## src/rtl/tbase_pkg.sv

```systemverilog
package tbase_pkg;
    parameter int NCH      = 32;
    parameter int GRP      = 8;
    parameter int BUS_A_CH = 23;
    parameter int CNT_W    = 16;
    parameter int PS_W     = 2;
    parameter int SEL_W    = 2;
    localparam int CH_W    = $clog2(NCH);
    localparam int ADDR_W  = CH_W + 2;
    localparam int NGRP    = NCH / GRP;

    typedef enum logic [SEL_W-1:0] {
        SEL_BUS_A = 2'b00,
        SEL_GRP   = 2'b01,
        SEL_OWN   = 2'b10,
        SEL_RSV   = 2'b11
    } tb_sel_e;

    typedef struct packed {
        logic [PS_W-1:0]  ps;
        logic [CNT_W-1:0] cnt;
    } chan_st_t;

    typedef struct packed {
        logic             frz;
        logic [PS_W-1:0]  div;
        logic [SEL_W-1:0] sel;
    } chan_cfg_t;

    typedef struct packed {
        logic [PS_W-1:0] gdiv;
        logic            mdis;
        logic            gen;
    } glob_cfg_t;

    localparam int GLB_W = $bits(glob_cfg_t);
    localparam int CFG_W = $bits(chan_cfg_t);
endpackage

```

## src/rtl/tbase_gpresc.sv

```systemverilog
module tbase_gpresc
    import tbase_pkg::*;
(
    input  logic            clk,
    input  logic            rst_n,
    input  logic [PS_W-1:0] div,
    input  logic            run,
    input  logic            clr,
    output logic            gtick
);
    logic [PS_W-1:0] gp_d, gp_q;

    always_comb begin
        gp_d  = gp_q;
        gtick = run && (gp_q == div);
        if (clr) begin
            gp_d = '0;
        end else if (run) begin
            gp_d = gtick ? '0 : gp_q + 1'b1;
        end
    end

    always_ff @(posedge clk or negedge rst_n) begin
        if (!rst_n) gp_q <= '0;
        else        gp_q <= gp_d;
    end
endmodule

```

## src/rtl/tbase_chan.sv

```systemverilog
module tbase_chan
    import tbase_pkg::*;
(
    input  logic             clk,
    input  logic             rst_n,
    input  logic             ld_en,
    input  logic [CNT_W-1:0] ld_val,
    input  logic [PS_W-1:0]  div,
    input  logic             frz,
    input  logic             clr,
    input  logic             gtick,
    output logic [CNT_W-1:0] cnt_o
);
    chan_st_t st_d, st_q;
    logic     adv;

    always_comb begin
        st_d = st_q;
        adv  = gtick && !frz;
        if (clr) begin
            st_d.ps = '0;
        end else if (adv) begin
            if (st_q.ps == div) begin
                st_d.ps  = '0;
                st_d.cnt = st_q.cnt + 1'b1;
            end else begin
                st_d.ps = st_q.ps + 1'b1;
            end
        end
        if (ld_en) st_d.cnt = ld_val;
    end

    always_ff @(posedge clk or negedge rst_n) begin
        if (!rst_n) st_q <= '0;
        else        st_q <= st_d;
    end

    assign cnt_o = st_q.cnt;
endmodule

```

## src/rtl/tbase_busmux.sv

```systemverilog
module tbase_busmux
    import tbase_pkg::*;
(
    input  logic [NCH-1:0][CNT_W-1:0] cnt_i,
    input  logic [NCH-1:0][SEL_W-1:0] sel_i,
    output logic [NCH-1:0][CNT_W-1:0] cnt_o
);
    logic [NGRP-1:0][CNT_W-1:0] gbus;
    logic [CNT_W-1:0]           bus_a;

    assign bus_a = cnt_i[BUS_A_CH];

    for (genvar g = 0; g < NGRP; g++) begin : g_grp
        assign gbus[g] = cnt_i[g*GRP];
    end

    for (genvar i = 0; i < NCH; i++) begin : g_sel
        always_comb begin
            unique case (tb_sel_e'(sel_i[i]))
                SEL_BUS_A: cnt_o[i] = bus_a;
                SEL_GRP:   cnt_o[i] = gbus[i/GRP];
                SEL_OWN,
                SEL_RSV:   cnt_o[i] = cnt_i[i];
                default:   cnt_o[i] = cnt_i[i];
            endcase
        end
    end
endmodule

```

## src/rtl/tbase_fabric.sv

```systemverilog
module tbase_fabric
    import tbase_pkg::*;
(
    input  logic                   clk,
    input  logic                   rst_n,
    input  logic                   dbg_req,
    input  logic                   wr_en,
    input  logic [ADDR_W-1:0]      wr_addr,
    input  logic [CNT_W-1:0]       wr_data,
    input  logic [ADDR_W-1:0]      rd_addr,
    output logic [CNT_W-1:0]       rd_data,
    output logic [NCH*CNT_W-1:0]   sel_count
);
    typedef struct packed {
        glob_cfg_t                 g;
        chan_cfg_t [NCH-1:0]       c;
    } regs_t;

    regs_t regs_d, regs_q;

    logic                          gen_en, mod_off, run, clr, gtick;
    logic [NCH-1:0]                frz_cfg, ld_en;
    logic [NCH-1:0][SEL_W-1:0]     sel_cfg;
    logic [NCH-1:0][CNT_W-1:0]     cnt_a, mux_o;
    logic                          wr_chan, rd_chan;
    logic [CH_W-1:0]               wr_ch, rd_ch;

    assign wr_chan = wr_addr[ADDR_W-1];
    assign wr_ch   = wr_addr[ADDR_W-2:1];
    assign rd_chan = rd_addr[ADDR_W-1];
    assign rd_ch   = rd_addr[ADDR_W-2:1];

    // register write path
    always_comb begin
        regs_d = regs_q;
        if (wr_en) begin
            if (wr_addr == '0) begin
                regs_d.g = glob_cfg_t'(wr_data[GLB_W-1:0]);
            end else if (wr_chan && !wr_addr[0]) begin
                regs_d.c[wr_ch] = chan_cfg_t'(wr_data[CFG_W-1:0]);
            end
        end
    end

    always_ff @(posedge clk or negedge rst_n) begin
        if (!rst_n) regs_q <= '0;
        else        regs_q <= regs_d;
    end

    assign gen_en  = regs_q.g.gen;
    assign mod_off = regs_q.g.mdis;
    assign run     = gen_en && !mod_off;
    assign clr     = !gen_en && !mod_off;

    tbase_gpresc u_gp (
        .clk   (clk),
        .rst_n (rst_n),
        .div   (regs_q.g.gdiv),
        .run   (run),
        .clr   (clr),
        .gtick (gtick)
    );

    for (genvar i = 0; i < NCH; i++) begin : g_ch
        assign frz_cfg[i] = regs_q.c[i].frz;
        assign sel_cfg[i] = regs_q.c[i].sel;
        assign ld_en[i]   = wr_en && wr_chan && wr_addr[0] && (wr_ch == CH_W'(i));

        tbase_chan u_ch (
            .clk    (clk),
            .rst_n  (rst_n),
            .ld_en  (ld_en[i]),
            .ld_val (wr_data),
            .div    (regs_q.c[i].div),
            .frz    (frz_cfg[i] && dbg_req),
            .clr    (clr),
            .gtick  (gtick),
            .cnt_o  (cnt_a[i])
        );
    end

    tbase_busmux u_mux (
        .cnt_i (cnt_a),
        .sel_i (sel_cfg),
        .cnt_o (mux_o)
    );

    assign sel_count = mux_o;

    // register read path
    always_comb begin
        rd_data = '0;
        if (rd_addr == '0) begin
            rd_data[GLB_W-1:0] = regs_q.g;
        end else if (rd_chan) begin
            if (rd_addr[0]) rd_data = cnt_a[rd_ch];
            else            rd_data[CFG_W-1:0] = regs_q.c[rd_ch];
        end
    end
endmodule

```

## config.mk

```make
export PLATFORM = sky130hd
export DESIGN_NAME = tbase_fabric
export DESIGN_NICKNAME = d
export VERILOG_FILES = /design/src/rtl/tbase_pkg.sv /design/src/rtl/tbase_gpresc.sv /design/src/rtl/tbase_chan.sv /design/src/rtl/tbase_busmux.sv /design/src/rtl/tbase_fabric.sv
export SDC_FILE = /design/constraint.sdc
export NUM_CORES = 2
export LEC_CHECK = 0
export BUFFER_PORTS_ARGS = -buffer_cell sky130_fd_sc_hd__clkbuf_2
export CELL_PAD_IN_SITES_DETAIL_PLACEMENT = 1
export CELL_PAD_IN_SITES_GLOBAL_PLACEMENT = 1
export CORE_ASPECT_RATIO = 1.1
export CORE_MARGIN = 2
export CORE_UTILIZATION = 29
export CTS_BUF_LIST = sky130_fd_sc_hd__clkbuf_4
export DETAILED_ROUTE_END_ITERATION = 10
export PLACE_DENSITY = 0.61
export SETUP_SLACK_MARGIN = 0.4
export SYNTH_ARGS = -nofsm -noshare
export SYNTH_HDL_FRONTEND = slang
export SYNTH_SLANG_ARGS = --single-unit
```

## constraint.sdc

```tcl
create_clock -name clk -period 5.55 [get_ports clk]
set_input_delay 0.2775 -clock clk [delete_from_list [all_inputs] [get_ports clk]]
set_output_delay 0.2775 -clock clk [all_outputs]
set_load 0.01 [all_outputs]
```

# --- Yosys cells after proc, flatten, opt, wreduce, memory -nomap -nowiden ---
# Cells that the tools add are included.
classes:
  n_addsub: 65
  mul: 0
  div: 0
  n_lt_le_gt_ge: 3
  n_eq_ne: 192
  n_shift: 0
  n_mux: 239
  bitwise_logic: 1
  reduce_logical: 336
ops:
  columns: ["operator", "n"]
  rows:
  - ["2-to-1 mux 16 bit", 98]
  - ["one-hot mux 16 bit (3 select lines)", 27]
  - ["2-to-1 mux 18 bit", 32]
  - ["adder 16 x 1 -> 16 bit (second input constant)", 32]
  - ["nonzero test 2 bit", 97]
  - ["bitwise mux 160 bit", 1]
  - ["one-hot mux 16 bit (2 select lines)", 5]
  - ["2-to-1 mux 2 bit", 67]
  - ["equality test 2 bit (second input constant)", 64]
  - ["logical AND 1 bit", 103]
  - ["AND reduction 3 bit", 33]
  - ["binary-select mux 16 bit (select 5 bit)", 1]
  - ["equality test 5 bit (second input constant)", 16]
  - ["adder 2 x 1 -> 2 bit (second input constant)", 33]
  - ["equality test 2 bit", 33]
  - ["equality test 2 x 1 -> 1 bit (second input constant)", 32]
  - ["logical NOT 2 bit", 32]
  - ["!= test 2 x 1 -> 1 bit (second input constant)", 32]
  - ["OR reduction 2 bit", 27]
  - ["equality test 5 x 4 -> 1 bit (second input constant)", 8]
  - ["logical NOT 1 bit", 35]
  - ["binary-select mux 5 bit (select 5 bit)", 1]
  - ["demux 5 bit (select 5 bit)", 1]
  - ["equality test 5 x 3 -> 1 bit (second input constant)", 4]
  - ["other kinds (13)", 22]
totals:
  regBits: 742
  latchBits: 0
  mem_bits_rw: 0
  romBits: 0
  n_memories: 0

# --- Logic depth before layout (Yosys ltp) ---
depth:
  ltp_word: 7
  mapped_depth: 10
  depth_no_buf: 7

# --- By module ---
# Synthesis repeated with hierarchy kept, for this count alone.
hier_totals:
  cells_unflattened: 6786
  hier_area_um2: 61323.8
modules_own_cells:
  columns: ["mod", "n_inst", "cells_each", "area_each_um2", "seq_area_each_um2"]
  rows:
  - ["tbase_chan at g_ch[0].u_ch ...", 29, 133, 1199.9, 450.4]
  - ["tbase_fabric", 1, 882, 12349.3, 4103.9]
  - ["tbase_busmux", 1, 1618, 10448.8, 0.0]
  - ["tbase_chan at g_ch[7].u_ch ...", 3, 138, 1196.1, 450.4]
  - ["tbase_gpresc", 1, 15, 140.1, 50.0]

# --- Least setup slack after synthesis ---
# OpenSTA, ideal clock, no wires.
synth_path:
  path_kind: "input -> output"
  from: "in rd_addr[1]"
  to: "out rd_data[10]"
  arrival_time_ns: 2.378
  required_time_ns: 5.273
  slack_ns: 2.895
  path_stages: 8
  cell_sequence: "buf_2 > buf_2 > buf_2 > clkbuf_1 > mux4_2 > mux4_2 > mux2i_1 > nor2_1"
synth_between:
  elab_chain_len: 5
  elab_cells_between_ends: 6
  classes_between: "5 x mux; 1 x reduce/logical"
synth_rtl:
  columns: ["element", "line", "rtl"]
  rows:
  - ["start, declared", "tbase_fabric.sv:10", "input logic [ADDR_W-1:0] rd_addr,"]
  - ["binary-select mux 16 bit (select 5 bit)", "tbase_fabric.sv:96", "if (rd_addr[0]) rd_data = cnt_a[rd_ch];"]
  - ["2-to-1 mux 16 bit (not written as such)", "tbase_fabric.sv:96", null]
  - ["2-to-1 mux 11 bit", "tbase_fabric.sv:96", null]
  - ["2-to-1 mux 16 bit", "tbase_fabric.sv:95", "end else if (rd_chan) begin"]
  - ["2-to-1 mux 12 bit (*)", "tbase_fabric.sv:93", "if (rd_addr == '0) begin"]
  - ["end, declared", "tbase_fabric.sv:11", "output logic [CNT_W-1:0] rd_data,"]
# Mark *: on every way between the ends. The rest lies on a longest branch, timed or not. The select of a mux whose other input is x is not followed.

# --- Worst setup path after layout ---
layout_path:
  from: "reg regs_q[96]"
  to: "out rd_data[1]"
layout_between:
  elab_chain_len: 5
layout_rtl:
  columns: ["element", "line", "rtl"]
  rows:
  - ["start, declared", "tbase_fabric.sv:19", "regs_t regs_d, regs_q;"]
  - ["start signal, assigned", "tbase_fabric.sv:47", "else regs_q <= regs_d;"]
  - ["binary-select mux 5 bit (select 5 bit)", "tbase_fabric.sv:97", "else rd_data[CFG_W-1:0] = regs_q.c[rd_ch];"]
  - ["2-to-1 mux 5 bit (not written as such)", "tbase_fabric.sv:97", null]
  - ["2-to-1 mux 5 bit", "tbase_fabric.sv:96", null]
  - ["2-to-1 mux 16 bit", "tbase_fabric.sv:95", null]
  - ["2-to-1 mux 4 bit", "tbase_fabric.sv:93", null]
# No other way between the ends. The select of a mux whose other input is x is not followed.

==> impl_metrics.toml <==
[drt]
drtPass1Iterations = 5
drc = 0
via_per_inst = 5.73
wl_per_cell_um = 30.7
vias = 52700
wl_um = 282000
ant_nets = 0
drtIter0Drc = 4839

[clocking]
cts.sinks = 742
cts_tree = "yes"
clk_latency_ns = 1.28
htreeDepth = 4
cts_root_buf = "clkbuf_4"
numCtsBuffers = 211
cts_buffer_depth = 3
cts.clk_slew.worst_paths_ns = 0.06

[placement]
portBuffers = 561
gp_congestion = 0.969
detailed_place_hpwl_um = 199000
dpl.cell_count = 8767
pre_cts_slack_ns = 1.93

[critical_path]
path_delay_family = "multiplexers"
end_kind = "primary output"
worst_path_largest_cell_delay_ns = 0.83
worst-r2r-cell-count = 7
crit_arrival_ns = 4.22
r2r_setup_slack_ns = 1.99
cpMaxStageDelayCell = "dfrtp_1"
critical_path_class = "reg -> out"
path_buf_inv = 1
worstPathMaxFanout = 34
cp_cell_sequence = "mux4_2 > mux2i_1 > o21ai_0 > a21oi_1 > nand2_1 > a221o_1 > clkbuf_2"
critPathLaunchType = "register"
worstPathRequired_ns = 5.27
r2r_start = "regs_q[163]"
reg2reg_to = "g_ch[18].u_ch.cnt_o[11]"

[logic_synthesis]
synth.area.top_cells = "dfrtp_1 (34%), mux2i_1 (9.2%), mux4_2 (7.9%)"
synth.top_cell.area_share_pct = 34.1
yosysWarnings = 0
netlist_instances = 6190
synth_area_leader_cell = "dfrtp_1"
syn_nets = 6256
synth.distinct_cells = 61
synth-edff-count = 0
postSynth.asyncResetShare_pct = 100
netlist_area_sq_um = 54400
synth_xor_area_share_pct = 8.86
synth_seq_cells = 742
synthAdderAreaFrac_pct = 0.736
synth-simple-area-share_pct = 19.0
synth_mux_area_share_pct = 22.6
syn_area_per_cell_sq_um = 8.79
synthFlopType = "dfrtp_1"
synth_top_family_by_area = "multiplexers"
synth_compound_area_share_pct = 10.2
seq_area_frac_synth_pct = 34.1

[timing]
skew_ns = 0.0810
period_needed_ns = 4.50
final_max_slew_viol_count = 0
finalHoldViolations = 0
finalSetupViolations = 0
fin_crit_sh_pct = 81.0
tightest_slew_ns = 1.24
slew_headroom_pct = 17.0
setup_slack_ns = 1.05
rsz0062_at_grt = "false"
fmax_mhz = 222
setup_tns_ns = 0

[global_route]
track_usage_pct = 28.8
grt_pass1_wl_um = 398000
grt_pass1_vias = 53700
grt_max_degree = 154
overflow = 0
grt_antenna_before_repair = 30

[floorplanning]
rows = 166
die-area_sq_um = 191000
initial_core_util_pct = 29.2
die_y_um = 458
fp.dieW_um = 417
ioPinCount = 562
core-area_sq_um = 186000

[pwr]
powerDensity_nw_per_um2 = 313
ir_drop_mv = 0.168
p_leak_uw = 0.0242

[finish]
nets = 6643
layoutNonFillerInstCount = 9199
syn_to_final_growth_pct = 14.7
most-common-layout-cells = "nand2_1 (1124), o21ai_0 (849), dfrtp_1 (726)"
layout_commonest_cell = "nand2_1"
drive_gt1_share_pct = 23.4

[min_path]
min_to = "g_ch[11].u_ch.st_q[16]"
min_path_type = "in -> reg"
hold_path_depth = 5
hp-start = "dbg_req"

[flow_run]
drv_cap = 0

[outcome]
status = "finished clean"
power by group:
group | total, uW | leakage, uW | internal (uW) | switching [uW]
sequential | 8090 | 0.00990 | 6100 | 1990
combinational | 6070 | 0.0127 | 2330 | 3730
clock | 5380 | 0.00161 | 2710 | 2670
total | 19500 | 0.0242 | 11100 | 8400
worst max path at each step:
stage	start	end	slack (ns)	cells after the start
global placement	rd_addr[3]	rd_data[0]	1.99	9
global route	regs_q[96]	rd_data[1]	0.99	7
finish	regs_q[96]	rd_data[1]	1.05	7
CTS	regs_q[96]	rd_data[1]	1.08	7
floorplan	rd_addr[1]	rd_data[10]	2.89	8
detailed placement	rd_addr[3]	rd_data[1]	1.93	9
logic make-up (layout without fill, tap and decap cells):
| group | count (synthesis) | in the layout |
|---|---|---|
| other | 0 | 18 |
| and+or+nand+nor | 2214 | 2214 |
| adders and majority gates | 32 | 32 |
| muxes | 957 | 957 |
| AOI/OAI and AO/OA | 1077 | 1077 |
| DFF | 742 | 742 |
| xor gates and xnor gates | 546 | 546 |
| buffers and inverters | 622 | 1177 |
metal layers:
layer	up-vias	GRT usage [%]	share of wire (%)
li1	22600	-	-
met3	812	5.20	6.8
met4	6	21.8	8.4
met5	-	0	0.015
met2	2354	46.8	47
met1	27000	33.8	38
area by class of cell:
| type | instances | area, sq um |
|---|---|---|
| multi-input combinational | 4826 | 33500 |
| fill | 21900 | 124000 |
| clock buffer | 307 | 2300 |
| clock inverter | 74 | 395 |
| timing repair buffer | 718 | 4250 |
| tap | 2436 | 3050 |
| inverter | 78 | 293 |
| antenna | 18 | 45.0 |
| sequential | 742 | 18600 |
synthesized netlist by cell type (all sizes together) (6+ instances only):
master,instances
a211oi,9
a21oi,169
a31oi,7
and2,33
and3,74
and4,37
buf,90
clkbuf,454
dfrtp,742
ha,32
inv,78
mux2,266
mux2i,501
mux4,190
nand2,1124
nand3,153
nand3b,9
nand4,127
nor2,393
nor2b,33
nor3,108
nor3b,11
nor4,42
nor4b,9
o211ai,8
o21ai,865
or2,6
or3,12
or4,19
or4b,16
xnor2,320
xor2,226
repair_timing:
item | in CTS | in global routing
buffers inserted | 0 | 0
gates resized for setup | 0 | 0
hold endpoints to repair | 1206 | 0
hold buffers | 33 | 0
endpoints found under the setup margin | 0 | 0
per-stage QoR:
stage	power, uW	instance area, sq um	hold slack [ns]	util, %
floorplan	10600	54400	-0.0181	-
global placement	13900	59300	0.408	31.8
detailed placement	14100	59300	0.409	31.8
CTS	19500	62300	0.0630	33.5
global route	20300	62400	0.176	33.5
finish	19500	62400	0.162	33.5
tightest hold or removal path, delay by kind of cell:
kind | cells | cell delay (ns)
and+or+nand+nor | 3 | 0.41
buffers and inverters | 1 | 0.51
AOI/OAI and AO/OA | 1 | 0.15
state kept, by name, summed over array words and instances (netlist names):
signal,count
g_ch.u_ch.cnt_o,512
u_gp.gp_q,2
regs_q,130
g_ch.u_ch.st_q,64
gen_en,1
frz_cfg,32
mod_off,1
(Power assumes the default switching activity.)
